### src/rtl/pcu_pkg.sv
package pcu_pkg;
    localparam int KIND_W = 3;

    typedef enum logic [KIND_W-1:0] {
        BR_SEQ   = 3'd0,
        BR_REL   = 3'd1,
        BR_PAGE  = 3'd2,
        BR_LONG  = 3'd3,
        BR_INDIR = 3'd4
    } br_kind_e;
endpackage

### src/rtl/pcu_rel_add.sv
module pcu_rel_add #(
    parameter int AW = 16,
    parameter int OW = 8
) (
    input  logic [AW-1:0] base_i,
    input  logic [OW-1:0] off_i,
    output logic [AW-1:0] sum_o
);
    localparam int EXT_W = AW - OW;

    logic [AW-1:0] off_ext;

    always_comb begin
        off_ext = {{EXT_W{off_i[OW-1]}}, off_i};
        sum_o   = base_i + off_ext;
    end
endmodule

### src/rtl/pcu_zext_add.sv
module pcu_zext_add #(
    parameter int AW = 16,
    parameter int DW = 8
) (
    input  logic [AW-1:0] base_i,
    input  logic [DW-1:0] small_i,
    output logic [AW-1:0] sum_o
);
    localparam int PAD_W = AW - DW;

    always_comb begin
        sum_o = base_i + {{PAD_W{1'b0}}, small_i};
    end
endmodule

### src/rtl/pcu_page_splice.sv
module pcu_page_splice #(
    parameter int AW     = 16,
    parameter int PAGE_W = 11,
    parameter int DW     = 8
) (
    input  logic [AW-PAGE_W-1:0] keep_i,
    input  logic [PAGE_W-DW-1:0] hi_i,
    input  logic [DW-1:0]        lo_i,
    output logic [AW-1:0]        tgt_o
);
    always_comb begin
        tgt_o = {keep_i, hi_i, lo_i};
    end
endmodule

### src/rtl/pcu_next_pc.sv
module pcu_next_pc
    import pcu_pkg::*;
#(
    parameter int DW     = 8,
    parameter int PAGE_W = 11
) (
    input  logic                    clk,
    input  logic                    rst_n,
    input  logic                    valid_i,
    input  logic [KIND_W-1:0]       kind_i,
    input  logic                    taken_i,
    input  logic [2*DW-1:0]         follow_pc_i,
    input  logic [PAGE_W-DW-1:0]    opc_hi_i,
    input  logic [DW-1:0]           op_a_i,
    input  logic [DW-1:0]           op_b_i,
    input  logic [DW-1:0]           acc_i,
    input  logic [2*DW-1:0]         dptr_i,
    input  logic                    tbl_sel_i,
    output logic                    valid_o,
    output logic [2*DW-1:0]         next_pc_o,
    output logic [2*DW-1:0]         tbl_addr_o
);
    localparam int AW   = 2 * DW;
    localparam int HI_W = PAGE_W - DW;

    typedef struct packed {
        logic          valid;
        logic [AW-1:0] next_pc;
        logic [AW-1:0] tbl_addr;
    } pcu_state_t;

    pcu_state_t st_d, st_q;

    logic [AW-1:0] rel_tgt, page_tgt, indir_tgt, tbl_base, tbl_sum;

    pcu_rel_add #(.AW(AW), .OW(DW)) u_rel (
        .base_i (follow_pc_i),
        .off_i  (op_a_i),
        .sum_o  (rel_tgt)
    );

    pcu_page_splice #(.AW(AW), .PAGE_W(PAGE_W), .DW(DW)) u_page (
        .keep_i (follow_pc_i[AW-1:PAGE_W]),
        .hi_i   (opc_hi_i),
        .lo_i   (op_a_i),
        .tgt_o  (page_tgt)
    );

    pcu_zext_add #(.AW(AW), .DW(DW)) u_indir (
        .base_i  (dptr_i),
        .small_i (acc_i),
        .sum_o   (indir_tgt)
    );

    assign tbl_base = tbl_sel_i ? follow_pc_i : dptr_i;

    pcu_zext_add #(.AW(AW), .DW(DW)) u_tbl (
        .base_i  (tbl_base),
        .small_i (acc_i),
        .sum_o   (tbl_sum)
    );

    always_comb begin
        st_d       = st_q;
        st_d.valid = valid_i;
        if (valid_i) begin
            st_d.tbl_addr = tbl_sum;
            case (kind_i)
                BR_REL:   st_d.next_pc = taken_i ? rel_tgt : follow_pc_i;
                BR_PAGE:  st_d.next_pc = page_tgt;
                BR_LONG:  st_d.next_pc = {op_a_i, op_b_i};
                BR_INDIR: st_d.next_pc = indir_tgt;
                default:  st_d.next_pc = follow_pc_i;
            endcase
        end
    end

    always_ff @(posedge clk) begin
        if (!rst_n) begin
            st_q <= '0;
        end else begin
            st_q <= st_d;
        end
    end

    assign valid_o    = st_q.valid;
    assign next_pc_o  = st_q.next_pc;
    assign tbl_addr_o = st_q.tbl_addr;

    // valid tracks the request one clock later
    a_r2_valid_follows: assert property (@(posedge clk) disable iff (!rst_n)
        valid_i |=> valid_o);
    a_r2_idle_follows: assert property (@(posedge clk) disable iff (!rst_n)
        !valid_i |=> !valid_o);

    // idle cycles leave both results untouched
    a_r10_hold: assert property (@(posedge clk) disable iff (!rst_n)
        !valid_i |=> ($stable(next_pc_o) && $stable(tbl_addr_o)));

    // not-taken relative branch falls through
    a_r4_fallthrough: assert property (@(posedge clk) disable iff (!rst_n)
        (valid_i && kind_i == BR_REL && !taken_i) |=> next_pc_o == $past(follow_pc_i));

    // page target keeps the upper bits of the follow address
    a_r5_page_keep: assert property (@(posedge clk) disable iff (!rst_n)
        (valid_i && kind_i == BR_PAGE) |=>
            next_pc_o[AW-1:PAGE_W] == $past(follow_pc_i[AW-1:PAGE_W]));

    // long target high byte comes from the first operand
    a_r6_long_order: assert property (@(posedge clk) disable iff (!rst_n)
        (valid_i && kind_i == BR_LONG) |=>
            (next_pc_o[AW-1:DW] == $past(op_a_i) && next_pc_o[DW-1:0] == $past(op_b_i)));

    // unused kinds behave as sequential flow
    a_r8_seq: assert property (@(posedge clk) disable iff (!rst_n)
        (valid_i && (kind_i == BR_SEQ || kind_i > BR_INDIR)) |=>
            next_pc_o == $past(follow_pc_i));
endmodule

### config.mk
export PLATFORM = sky130hd
export DESIGN_NAME = pcu_next_pc
export DESIGN_NICKNAME = d
export VERILOG_FILES = /design/src/rtl/pcu_pkg.sv /design/src/rtl/pcu_rel_add.sv /design/src/rtl/pcu_zext_add.sv /design/src/rtl/pcu_page_splice.sv /design/src/rtl/pcu_next_pc.sv
export SDC_FILE = /design/constraint.sdc
export NUM_CORES = 1
export LEC_CHECK = 0
export ABC_AREA = 1
export BUFFER_PORTS_ARGS = -buffer_cell sky130_fd_sc_hd__buf_2
export CORE_MARGIN = 1
export CORE_UTILIZATION = 55
export DETAILED_ROUTE_END_ITERATION = 7
export PLACE_DENSITY = 0.82
export SYNTH_ARGS = -nofsm -noshare
export SYNTH_HDL_FRONTEND = slang
export SYNTH_SLANG_ARGS = --single-unit
### constraint.sdc
create_clock -name clk -period 2.85 [get_ports clk]
set_clock_uncertainty 0.05 [all_clocks]
set_input_delay 0.1425 -clock clk [delete_from_list [all_inputs] [get_ports clk]]
set_output_delay 0.1425 -clock clk [all_outputs]
set_load 0.01 [all_outputs]
==> flow_metrics.env, run 1 <==
export IMPL_core_area_mm2=0.006907
export IMPL_unrepaired_setup_endpoints_after_global_routing="false"
export IMPL_die_height_um=87.12
export IMPL_avgSynthCellArea_um2=5.742
export IMPL_power_share_sequential_pct=32.9
export IMPL_setup_slack_ns=0.6355
export IMPL_global_route_wire_length_before_repair_mm=20.56
export IMPL_cts_repair_resize_count=0
export IMPL_timing_critical_path_cells="buf_2 > inv_2 > nand2_1 > nand2_1 > ha_1 > inv_1 > fa_1 > inv_1 > nand3_1 > nand2_1 > nand2_1 > nand3_1 > nand2_1 > nor2_2 > xor2_1 > nand2_1 > nand2_1 > inv_1"
export IMPL_later_pin_clock_latency_in_the_skew_report_ns=0.28
export IMPL_area_of_all_placed_cells_without_fillers_mm2=0.004606
export IMPL_drt_drc_violations_left=0
export IMPL_postSynthNetCount=795
export IMPL_power_density_mw_per_mm2=345.3
export IMPL_synth_largest_type_area_fraction_pct=19.78
export IMPL_post_drt_via_cell_ratio=5.546
export IMPL_run_status="complete, no violations"
export IMPL_max_slew_violation_count=0
export IMPL_wl_mm=12.87
export IMPL_internal_dissipation_uw=931.9
export IMPL_ws_path_type="in2reg"
export IMPL_power_frac_comb_pct=46.0
export IMPL_via_count_of_the_first_global_routing_pass=4276
export IMPL_synth_area_leaders="sky130_fd_sc_hd__nand2_1, sky130_fd_sc_hd__dfxtp_1, sky130_fd_sc_hd__inv_1"
export IMPL_final_period_utilization_pct=77.70
export IMPL_drt_pass1_iter_count=5
export IMPL_critPathCaptureType="flip-flop"
export IMPL_post_cts_hold_buffer_count=0
export IMPL_worst_pin_slew_ns=0.6551
export IMPL_cts_buffers_inserted=5
export IMPL_nNetsFinal=886
export IMPL_detailedPlacementHpwl_mm=10.83
export IMPL_gp_congestion=0.9952
export IMPL_fraction_of_final_layout_cells_sized_beyond_drive_strength_1_pct=17.30
export IMPL_critical_path_startpoint_type="primary input"
export IMPL_cts_post_setup_buffers_inserted=0
export IMPL_detailroute_via_count=4892
export IMPL_top_level_ports=100
export IMPL_crit_fanout=20
export IMPL_leakagePower_nw=2.660
export IMPL_globalRouteOverflowTotal=0
export IMPL_final_fill_count=736
export IMPL_ys_seq_area_share_pct=16.58
export IMPL_initial_antenna_violation_count=0
export IMPL_cts_root_buf="sky130_fd_sc_hd__clkbuf_8"
export IMPL_crit_arrival_ns=2.35
export IMPL_final_hold_violation_count=0
export IMPL_required_ns=2.99
export IMPL_track_usage_pct=34.79
export IMPL_asyncSetResetFlopFracSynth_pct=0
export IMPL_timing_max_slew_rel_slack_pct=56.28
export IMPL_total_switching_power_uw=658.6
export IMPL_worst_path_max_delay_cell="sky130_fd_sc_hd__fa_1"
export IMPL_sw_frac_of_total_pct=41.41
export IMPL_n_antenna_cell=0
export IMPL_pwr_share_clk_pct=21.1
export IMPL_synth_edf_count=0
export IMPL_synth_warnings=0
export IMPL_total_of_max_cap_violations=0
export IMPL_tritoncts_sinks=33
export IMPL_synthesis_area_mm2=0.003985
export IMPL_clk_path_buf_depth=2
export IMPL_maximum_number_of_pins_on_one_net_before_global_route_repair=28
export IMPL_drt_wirelength_per_cell_um=14.59
export IMPL_synth_top_area_cell="sky130_fd_sc_hd__nand2_1"
export IMPL_path_common_cell="sky130_fd_sc_hd__nand2_1"
export IMPL_syn_instance_count=694
export IMPL_cts_clk_slew_worst_paths_ns=0.07
export IMPL_setup_total_negative_slack_ns=0
export IMPL_die_area_mm2=0.007590
export IMPL_die_w_um=87.12
export IMPL_floorplan_rows=30
export IMPL_setup_viol=0
export IMPL_ys_seq_elements=33
export IMPL_port_buffers=99
export IMPL_antenna_violating_nets_post_route=0
export IMPL_max_vdd_ir_drop_v=0.0002151
export IMPL_achievable_frequency_mhz=451.6
export IMPL_min_delay_path_class="in2reg"
export IMPL_initial_util_pct=57.70
export IMPL_cp_slowest_stage_delay_ns=0.41
export IMPL_placement_cell_area_mm2=0.004519
export IMPL_layout_area_overhead_vs_synth_pct=15.57
export IMPL_dpl_worst_slack_ns=0.3497
export IMPL_cts_tree="yes"
export IMPL_violation_count_after_the_first_detailed_routing_iteration=310
export IMPL_htreeDepth=2
export IMPL_synth_cell_type_count=41
export IMPL_period_minus_slack_ns=2.214
export IMPL_synth_main_ff_cell="sky130_fd_sc_hd__dfxtp_1"
## layout by cell type, fill, tap and decap left out, types with 2 or more instances in the layout
master	count
sky130_fd_sc_hd__a22o_1	3
sky130_fd_sc_hd__xnor2_1	2
sky130_fd_sc_hd__nand2_1	210
sky130_fd_sc_hd__inv_1	110
sky130_fd_sc_hd__nor2_2	3
sky130_fd_sc_hd__a221oi_1	3
sky130_fd_sc_hd__and2_1	3
sky130_fd_sc_hd__nor3_1	6
sky130_fd_sc_hd__a21o_1	2
sky130_fd_sc_hd__or2_2	4
sky130_fd_sc_hd__xor2_1	10
sky130_fd_sc_hd__inv_2	3
sky130_fd_sc_hd__o21ai_1	3
sky130_fd_sc_hd__nand3_1	68
sky130_fd_sc_hd__clkbuf_8	5
sky130_fd_sc_hd__fa_1	3
sky130_fd_sc_hd__dfxtp_1	33
sky130_fd_sc_hd__nand4_1	12
sky130_fd_sc_hd__nand3b_1	7
sky130_fd_sc_hd__ha_1	31
sky130_fd_sc_hd__o21ai_2	3
sky130_fd_sc_hd__nand3_2	2
sky130_fd_sc_hd__a31oi_1	6
sky130_fd_sc_hd__o21ai_0	39
sky130_fd_sc_hd__nand2_2	7
sky130_fd_sc_hd__nor2_1	60
sky130_fd_sc_hd__clkinv_2	3
sky130_fd_sc_hd__a21oi_1	30
sky130_fd_sc_hd__buf_2	99
sky130_fd_sc_hd__o211ai_1	6
## worst max-delay path: cells and delay by family
| kind | cells | cell delay (ns) |
|---|---|---|
| buffers and inverters | 5 | 0.60 |
| and+or+nand+nor | 10 | 0.86 |
| xor gates and xnor gates | 1 | 0.14 |
| adders and majority gates | 2 | 0.60 |
## sequential cells by signal, summed over array words and instances, names as in the netlist
| register | count |
|---|---|
| valid_o | 1 |
| tbl_addr_o | 16 |
| next_pc_o | 16 |
## final timing paths
kind / end / from / cells past startpoint / slack (ns)
max: tbl_addr_o[14] / tbl_sel_i / 18 / 0.64
min: next_pc_o[0] / op_b_i[0] / 3 / 0.15
max reg2reg: next_pc_o[1] / next_pc_o[1] / 2 / 2.05
min reg2reg: next_pc_o[3] / next_pc_o[3] / 2 / 0.43
## cell type report
type                            count  area [um^2]  area share [%]
Clock inverter                      3        17.52          0.3803
Timing Repair Buffer              100        503.0           10.92
Inverter                          114        429.2           9.318
Clock buffer                        5        68.82           1.494
Tap cell                           96        120.1           2.608
Multi-Input combinational cell    531         2806           60.93
Sequential cell                    33        660.6           14.34
## layer usage
| layer | track usage, % | part of all wire [%] |
|---|---|---|
| met1 | 48.01 | 43 |
| met5 | 0 | 0 |
| met4 | 13.56 | 3.2 |
| met2 | 55.33 | 43 |
| met3 | 4.076 | 10 |
## kinds of logic (layout without fill, tap and decap cells)
logic type	after synthesis	after routing	share of synthesized area (%)
and+or+nand+nor	385	385	41.82
buffers and inverters	130	222	13.00
AOI/OAI and AO/OA	100	100	14.73
adders and majority gates	34	34	11.24
DFF	33	33	16.58
xor gates and xnor gates	12	12	2.637
## synth_stat cells (2+ instances only)
library cell and count:
sky130_fd_sc_hd__nand2_1 210, sky130_fd_sc_hd__inv_1 110, sky130_fd_sc_hd__nand3_1 68, sky130_fd_sc_hd__nor2_1 60, sky130_fd_sc_hd__o21ai_0 39, sky130_fd_sc_hd__dfxtp_1 33
sky130_fd_sc_hd__ha_1 31, sky130_fd_sc_hd__a21oi_1 30, sky130_fd_sc_hd__nand4_1 12, sky130_fd_sc_hd__xor2_1 10, sky130_fd_sc_hd__clkbuf_1 8, sky130_fd_sc_hd__nand2_2 7
sky130_fd_sc_hd__nand3b_1 7, sky130_fd_sc_hd__a31oi_1 6, sky130_fd_sc_hd__nor3_1 6, sky130_fd_sc_hd__o211ai_1 6, sky130_fd_sc_hd__buf_2 5, sky130_fd_sc_hd__or2_2 4
sky130_fd_sc_hd__a221oi_1 3, sky130_fd_sc_hd__a22o_1 3, sky130_fd_sc_hd__and2_1 3, sky130_fd_sc_hd__fa_1 3, sky130_fd_sc_hd__inv_2 3, sky130_fd_sc_hd__nor2_2 3
sky130_fd_sc_hd__o21ai_1 3, sky130_fd_sc_hd__o21ai_2 3, sky130_fd_sc_hd__a21o_1 2, sky130_fd_sc_hd__nand3_2 2, sky130_fd_sc_hd__xnor2_1 2
## power groups by stage
stage | sequential (mW) | clock, mW | combinational, mW
CTS | 0.523 | 0.339 | 0.716
floorplan | 0.551 | 0 | 0.458
finish | 0.523 | 0.336 | 0.732
global placement | 0.531 | 0 | 0.692
global route | 0.526 | 0.362 | 0.815
detailed placement | 0.533 | 0 | 0.712
## through the flow
stage	instances	hold slack, ns	total power [mW]	utilization (%)
after floorplan	694	0.2840	1.009	-
after global placement	874	0.4073	1.224	65.43
after detailed placement	874	0.4209	1.245	65.43
after CTS	882	0.1403	1.577	66.68
after global routing	882	0.1494	1.704	66.68
final	882	0.1464	1.591	66.68
(Power assumes the default switching activity.)
==> run 2: changes to the inputs <==
--- a/config.mk
+++ b/config.mk
@@ -5,12 +5,12 @@
 export SDC_FILE = /design/constraint.sdc
 export NUM_CORES = 1
 export LEC_CHECK = 0
-export ABC_AREA = 1
+export ABC_AREA = 0
 export BUFFER_PORTS_ARGS = -buffer_cell sky130_fd_sc_hd__buf_2
 export CORE_MARGIN = 1
-export CORE_UTILIZATION = 55
+export CORE_UTILIZATION = 48
 export DETAILED_ROUTE_END_ITERATION = 7
-export PLACE_DENSITY = 0.82
+export PLACE_DENSITY = 0.78
 export SYNTH_ARGS = -nofsm -noshare
 export SYNTH_HDL_FRONTEND = slang
 export SYNTH_SLANG_ARGS = --single-unit
==> constraint.sdc (replaced) <==
create_clock -name clk -period 1.8 [get_ports clk]
set_clock_uncertainty 0.05 [all_clocks]
set_input_delay 0.09 -clock clk [delete_from_list [all_inputs] [get_ports clk]]
set_output_delay 0.09 -clock clk [all_outputs]
set_load 0.01 [all_outputs]
==> flow_metrics.env, run 2 <==
export IMPL_wl_mm=12.43
export IMPL_total_of_max_cap_violations=0
export IMPL_gate_family_responsible_for_the_most_delay_along_the_worst_path="compound AO/OA/AOI/OAI gates"
export IMPL_n_antenna_cell=0
export IMPL_maximum_number_of_pins_on_one_net_before_global_route_repair=20
export IMPL_final_period_utilization_pct=104.5
export IMPL_violation_count_after_the_first_detailed_routing_iteration=299
export IMPL_detailroute_via_count=4322
export IMPL_unrepaired_setup_endpoints_after_global_routing="true"
export IMPL_synth_top_area_cell="sky130_fd_sc_hd__dfxtp_1"
export IMPL_period_minus_slack_ns=1.882
export IMPL_dp_cells=711
export IMPL_setup_total_negative_slack_ns=-0.1263
export IMPL_globalRouteOverflowTotal=0
export IMPL_die_area_mm2=0.007449
export IMPL_wl_met3_um=889
export IMPL_synth_area_leaders="sky130_fd_sc_hd__dfxtp_1, sky130_fd_sc_hd__ha_1, sky130_fd_sc_hd__mux2i_1"
export IMPL_critical_path_startpoint_type="primary input"
export IMPL_gp_congestion=0.9844
export IMPL_initial_util_pct=49.95
export IMPL_cp_slowest_stage_delay_ns=0.49
export IMPL_ws_path_type="in2reg"
export IMPL_global_route_wire_length_before_repair_mm=18.86
export IMPL_synth_cell_type_count=58
export IMPL_fraction_of_final_layout_cells_sized_beyond_drive_strength_1_pct=45.37
export IMPL_synthesis_area_mm2=0.003412
export IMPL_reg2reg_depth=3
export IMPL_avgSynthCellArea_um2=7.826
export IMPL_cts_buffers_inserted=5
export IMPL_post_layout_total_power_mw=2.921
export IMPL_floorplan_rows=30
export IMPL_post_drt_via_cell_ratio=5.896
export IMPL_drt_wirelength_per_cell_um=16.96
export IMPL_worst_path_max_delay_cell="sky130_fd_sc_hd__or4b_4"
export IMPL_crit_reg2reg_launch="next_pc_o[15]"
export IMPL_highest_signal_layer="met4"
export IMPL_min_delay_path_class="in2reg"
export IMPL_synth_largest_type_area_fraction_pct=19.36
export IMPL_clk_path_buf_depth=2
export IMPL_layout_common_cells="sky130_fd_sc_hd__buf_4, sky130_fd_sc_hd__buf_2, sky130_fd_sc_hd__dfxtp_1, sky130_fd_sc_hd__o21ai_0, sky130_fd_sc_hd__nand2_1"
export IMPL_run_status="complete, but fails checks"
export IMPL_asyncSetResetFlopFracSynth_pct=0
export IMPL_cts_root_buf="sky130_fd_sc_hd__clkbuf_8"
export IMPL_post_synth_top_count_cell="sky130_fd_sc_hd__o21ai_0"
export IMPL_combined_buffer_and_inverter_count_along_the_critical_path=2
export IMPL_r2r_setup_slack_ns=0.63
export IMPL_dpl_worst_slack_ns=-0.5593
export IMPL_crit_fanout=6
export IMPL_port_buffers=99
export IMPL_failed_checks="negative setup slack"
export IMPL_die_height_um=86.31
export IMPL_die_w_um=86.31
export IMPL_power_density_mw_per_mm2=547.8
export IMPL_post_cts_hold_buffer_count=0
export IMPL_post_layout_nonfiller_instances=733
export IMPL_max_slew_violation_count=0
export IMPL_setup_viol=3
export IMPL_cts_clk_slew_worst_paths_ns=0.08
export IMPL_later_pin_clock_latency_in_the_skew_report_ns=0.30
export IMPL_crit_arrival_ns=2.06
export IMPL_antenna_violating_nets_post_route=0
export IMPL_synth_common_cells="sky130_fd_sc_hd__o21ai_0, sky130_fd_sc_hd__a21oi_1, sky130_fd_sc_hd__dfxtp_1"
export IMPL_synth_edf_count=0
export IMPL_start_point_of_the_worst_hold_path="follow_pc_i[0]"
export IMPL_setup_slack_ns=-0.08174
export IMPL_layout_area_overhead_vs_synth_pct=56.25
export IMPL_rr_endpoint="next_pc_o[15]"
export IMPL_nNetsFinal=737
export IMPL_layout_cells_most_common="sky130_fd_sc_hd__buf_4"
export IMPL_met2_wirelength_mm=6.078
export IMPL_htreeDepth=2
export IMPL_routedLengthMet1_mm=5.047
export IMPL_max_vdd_ir_drop_v=0.0004183
export IMPL_ys_seq_area_share_pct=19.36
export IMPL_syn_instance_count=436
export IMPL_achievable_frequency_mhz=531.4
export IMPL_ys_seq_elements=33
export IMPL_synth_warnings=0
export IMPL_cts_tree="yes"
export IMPL_drt_drc_violations_left=0
export IMPL_via_count_of_the_first_global_routing_pass=4088
export IMPL_drt_pass1_iter_count=5
export IMPL_postSynthNetCount=537
export IMPL_synth_main_ff_cell="sky130_fd_sc_hd__dfxtp_1"
export IMPL_worst_pin_slew_ns=0.8123
export IMPL_timing_critical_path_cells="buf_12 > mux2i_4 > inv_2 > ha_4 > a21o_1 > a21oi_2 > o21a_1 > o21ai_2 > or4b_4 > xnor2_2 > o22ai_1"
export IMPL_initial_antenna_violation_count=0
export IMPL_timing_max_slew_rel_slack_pct=45.65
export IMPL_leakagePower_nw=2.479
export IMPL_tritoncts_sinks=33
export IMPL_hold_path_cell_count=3
export IMPL_top_level_ports=100
export IMPL_whs_endpoint="next_pc_o[0]"
export IMPL_detailedPlacementHpwl_mm=8.853
export IMPL_critPathCaptureType="flip-flop"
export IMPL_core_area_mm2=0.006832
export IMPL_required_ns=1.97
export IMPL_track_usage_pct=32.03
export IMPL_final_hold_violation_count=0
run 2: layout make-up:
| cell class | count | area, um^2 |
|---|---|---|
| clock buffers | 6 | 72.57 |
| clock inverters | 2 | 10.01 |
| fillers | 471 | 1500 |
| inverters | 16 | 60.06 |
| multi-input cells | 369 | 3004 |
| flip-flops and latches | 33 | 660.6 |
| well taps | 96 | 120.1 |
| repair buffers | 211 | 1404 |
run 2: power by group:
group	switching (mW)	total, mW	internal [mW]
Combinational	0.759	1.51	0.753
Sequential	0.0349	0.829	0.794
Clock	0.311	0.580	0.269
Total	1.10	2.92	1.82
run 2: cell families after synthesis:
group / Yosys count / share of synthesized area, %
fa+ha+maj: 34 / 13.13
buf+inv: 34 / 3.997
xor+xnor: 24 / 6.161
mux: 28 / 8.471
simple gates: 128 / 19.99
flops: 33 / 19.36
compound gates: 155 / 28.90
run 2: how the worst max path moves through the flow:
stage | depth (start not counted) | endpoint | from | slack (ns)
6_report | 11 | tbl_addr_o[15] | tbl_sel_i | -0.08
5_1_grt | 9 | tbl_addr_o[15] | tbl_sel_i | -0.17
4_1_cts | 12 | tbl_addr_o[14] | tbl_sel_i | -0.11
3_5_place_dp | 11 | tbl_addr_o[15] | tbl_sel_i | -0.56
3_3_place_gp | 12 | tbl_addr_o[14] | tbl_sel_i | -0.49
2_1_floorplan | 12 | tbl_addr_o[15] | tbl_sel_i | -0.47
run 2: metal layers:
metal,global-route usage (%),vias up
li1,-,2047
met1,39.54,2010
met2,56.20,214
met3,5.238,51
met4,11.36,0
met5,0,-
run 2: tightest hold or removal path: stages:
cell                      delay, ns
sky130_fd_sc_hd__buf_8         0.10
sky130_fd_sc_hd__nand2_1       0.05
sky130_fd_sc_hd__a31oi_1       0.06
run 2: through the flow:
stage | utilization, % | hold slack, ns | cell area (um^2)
floorplan | - | 0.1742 | 3573
global placement | 70.53 | 0.3299 | 4818
detailed placement | 70.53 | 0.3465 | 4818
CTS | 74.41 | 0.009947 | 5084
global route | 78.04 | 0.01120 | 5331
finish | 78.04 | 0.006400 | 5331
run 2: timing repair:
action / in CTS / in global routing
setup buffers: 7 / 9
pin swaps: 23 / 37
resized for setup: 30 / 48
cloned: 0 / 0
setup endpoints to repair: 15 / 19
==> run 3: changes to the inputs <==
--- a/config.mk
+++ b/config.mk
@@ -10,7 +10,8 @@
 export CORE_MARGIN = 1
 export CORE_UTILIZATION = 48
 export DETAILED_ROUTE_END_ITERATION = 7
-export PLACE_DENSITY = 0.78
+export PLACE_DENSITY = 0.87
+export RECOVER_POWER = 100
 export SYNTH_ARGS = -nofsm -noshare
 export SYNTH_HDL_FRONTEND = slang
 export SYNTH_SLANG_ARGS = --single-unit
==> flow_metrics.env, run 3 (synthesized netlist as in run 2, its figures left out) <==
export IMPL_post_layout_total_power_mw=2.952
export IMPL_layout_area_overhead_vs_synth_pct=54.09
export IMPL_final_fill_count=472
export IMPL_wl_mm=13.32
export IMPL_setup_total_negative_slack_ns=-1.143
export IMPL_gp_congestion=0.9323
export IMPL_crit_reg2reg_launch="next_pc_o[15]"
export IMPL_period_minus_slack_ns=1.987
export IMPL_violation_count_after_the_first_detailed_routing_iteration=267
export IMPL_wl_met3_mm=1.248
export IMPL_start_point_of_the_worst_hold_path="follow_pc_i[0]"
export IMPL_final_core_utilization_pct=76.96
export IMPL_cts_clk_slew_worst_paths_ns=0.07
export IMPL_clk_path_buf_depth=2
export IMPL_top_level_ports=100
export IMPL_crit_fanout=7
export IMPL_globalRouteOverflowTotal=0
export IMPL_final_period_utilization_pct=110.4
export IMPL_tritoncts_sinks=33
export IMPL_drt_pass1_iter_count=6
export IMPL_port_buffers=99
export IMPL_post_cts_hold_buffer_count=0
export IMPL_post_drt_via_cell_ratio=6.154
export IMPL_cts_tree="yes"
export IMPL_htreeDepth=2
export IMPL_total_of_max_cap_violations=0
export IMPL_reg2reg_depth=3
export IMPL_cts_buffers_inserted=5
export IMPL_timing_max_slew_rel_slack_pct=36.08
export IMPL_core_area_mm2=0.006832
export IMPL_track_usage_pct=33.58
export IMPL_layout_common_cells="sky130_fd_sc_hd__buf_4, sky130_fd_sc_hd__buf_2, sky130_fd_sc_hd__dfxtp_1, sky130_fd_sc_hd__o21ai_0"
export IMPL_highest_signal_layer="met4"
export IMPL_layout_cells_most_common="sky130_fd_sc_hd__buf_4"
export IMPL_ws_path_type="in2reg"
export IMPL_run_status="complete, but fails checks"
export IMPL_min_delay_path_class="in2reg"
export IMPL_routedLengthMet1_mm=4.865
export IMPL_final_hold_violation_count=0
export IMPL_initial_util_pct=49.95
export IMPL_met2_wirelength_mm=6.471
export IMPL_setup_viol=12
export IMPL_max_slew_violation_count=0
export IMPL_placement_cell_area_mm2=0.004743
export IMPL_die_height_um=86.31
export IMPL_detailroute_via_count=4468
export IMPL_achievable_frequency_mhz=503.2
export IMPL_cts_root_buf="sky130_fd_sc_hd__clkbuf_8"
export IMPL_power_density_mw_per_mm2=561.4
export IMPL_drt_drc_violations_left=0
export IMPL_detailedPlacementHpwl_mm=9.169
export IMPL_drt_wirelength_per_cell_um=18.34
export IMPL_max_vdd_ir_drop_v=0.0003805
export IMPL_failed_checks="negative setup slack"
export IMPL_antenna_violating_nets_post_route=0
export IMPL_unrepaired_setup_endpoints_after_global_routing="true"
export IMPL_die_area_mm2=0.007449
export IMPL_n_antenna_cell=0
export IMPL_critPathCaptureType="flip-flop"
export IMPL_r2r_setup_slack_ns=0.58
export IMPL_setup_slack_ns=-0.1872
export IMPL_later_pin_clock_latency_in_the_skew_report_ns=0.29
export IMPL_maximum_number_of_pins_on_one_net_before_global_route_repair=22
export IMPL_nNetsFinal=731
export IMPL_whs_endpoint="next_pc_o[0]"
export IMPL_rr_endpoint="next_pc_o[15]"
export IMPL_crit_arrival_ns=2.13
export IMPL_fraction_of_final_layout_cells_sized_beyond_drive_strength_1_pct=44.29
export IMPL_die_w_um=86.31
export IMPL_hold_path_cell_count=3
export IMPL_initial_antenna_violation_count=0
export IMPL_required_ns=1.94
export IMPL_area_of_all_placed_cells_without_fillers_mm2=0.005258
export IMPL_floorplan_rows=30
export IMPL_leakagePower_nw=2.437
export IMPL_global_route_wire_length_before_repair_mm=19.82
export IMPL_via_count_of_the_first_global_routing_pass=4365
export IMPL_worst_pin_slew_ns=0.9553
export IMPL_critical_path_startpoint_type="primary input"
## run 3: worst max path at each step
| stage | start | cells past startpoint | end | slack, ns |
|---|---|---|---|---|
| 5_1_grt | tbl_sel_i | 11 | tbl_addr_o[15] | -0.25 |
| 3_3_place_gp | tbl_sel_i | 9 | tbl_addr_o[15] | -0.53 |
| 2_1_floorplan | tbl_sel_i | 12 | tbl_addr_o[15] | -0.47 |
| 6_report | tbl_sel_i | 14 | tbl_addr_o[4] | -0.19 |
| 3_5_place_dp | tbl_sel_i | 9 | tbl_addr_o[15] | -0.60 |
| 4_1_cts | tbl_sel_i | 11 | tbl_addr_o[15] | -0.13 |
## run 3: cell type report
cell class	count	area [um^2]	area share [%]
tap	96	120.1	2.285
multi-input combinational	369	2975	56.59
sequential	33	660.6	12.57
timing repair buffer	205	1355	25.77
inverter	16	60.06	1.142
clock buffer	7	86.33	1.642
## run 3: critical path, stage by stage
cell	delay (ns)
sky130_fd_sc_hd__buf_12	0.12
sky130_fd_sc_hd__mux2i_4	0.19
sky130_fd_sc_hd__buf_4	0.14
sky130_fd_sc_hd__buf_4	0.13
sky130_fd_sc_hd__fa_2	0.38
sky130_fd_sc_hd__nor2b_4	0.13
sky130_fd_sc_hd__o21ai_2	0.08
sky130_fd_sc_hd__a21boi_2	0.23
sky130_fd_sc_hd__buf_4	0.16
sky130_fd_sc_hd__buf_4	0.09
sky130_fd_sc_hd__buf_4	0.09
sky130_fd_sc_hd__buf_4	0.09
sky130_fd_sc_hd__nor3_1	0.04
sky130_fd_sc_hd__o21a_1	0.17
## run 3: power by group
part	switching (mW)	total [mW]	internal [mW]
logic	0.780	1.52	0.738
clock network	0.296	0.600	0.304
registers	0.0384	0.833	0.794
## run 3: stage by stage
step / setup WS (ns) / hold WS (ns) / std cells
floorplan: -0.4740 / 0.1742 / 436
global placement: -0.5264 / 0.3273 / 701
detailed placement: -0.6038 / 0.3381 / 701
CTS: -0.1299 / 0.008510 / 722
global route: -0.2516 / 0.03926 / 726
finish: -0.1872 / 0.01013 / 726
## run 3: routing by layer
| layer | global-route usage [%] | vias up |
|---|---|---|
| met5 | 0 | - |
| met4 | 16.36 | 0 |
| met3 | 6.000 | 82 |
| met2 | 58.95 | 292 |
| met1 | 39.40 | 2064 |
| li1 | - | 2030 |
## run 3: repair_timing
item	CTS	global route
pin swaps	29	36
cloned	0	0
hold endpoints to repair	0	0
setup endpoints to repair	16	20
resized for setup	33	31
setup buffers	14	5
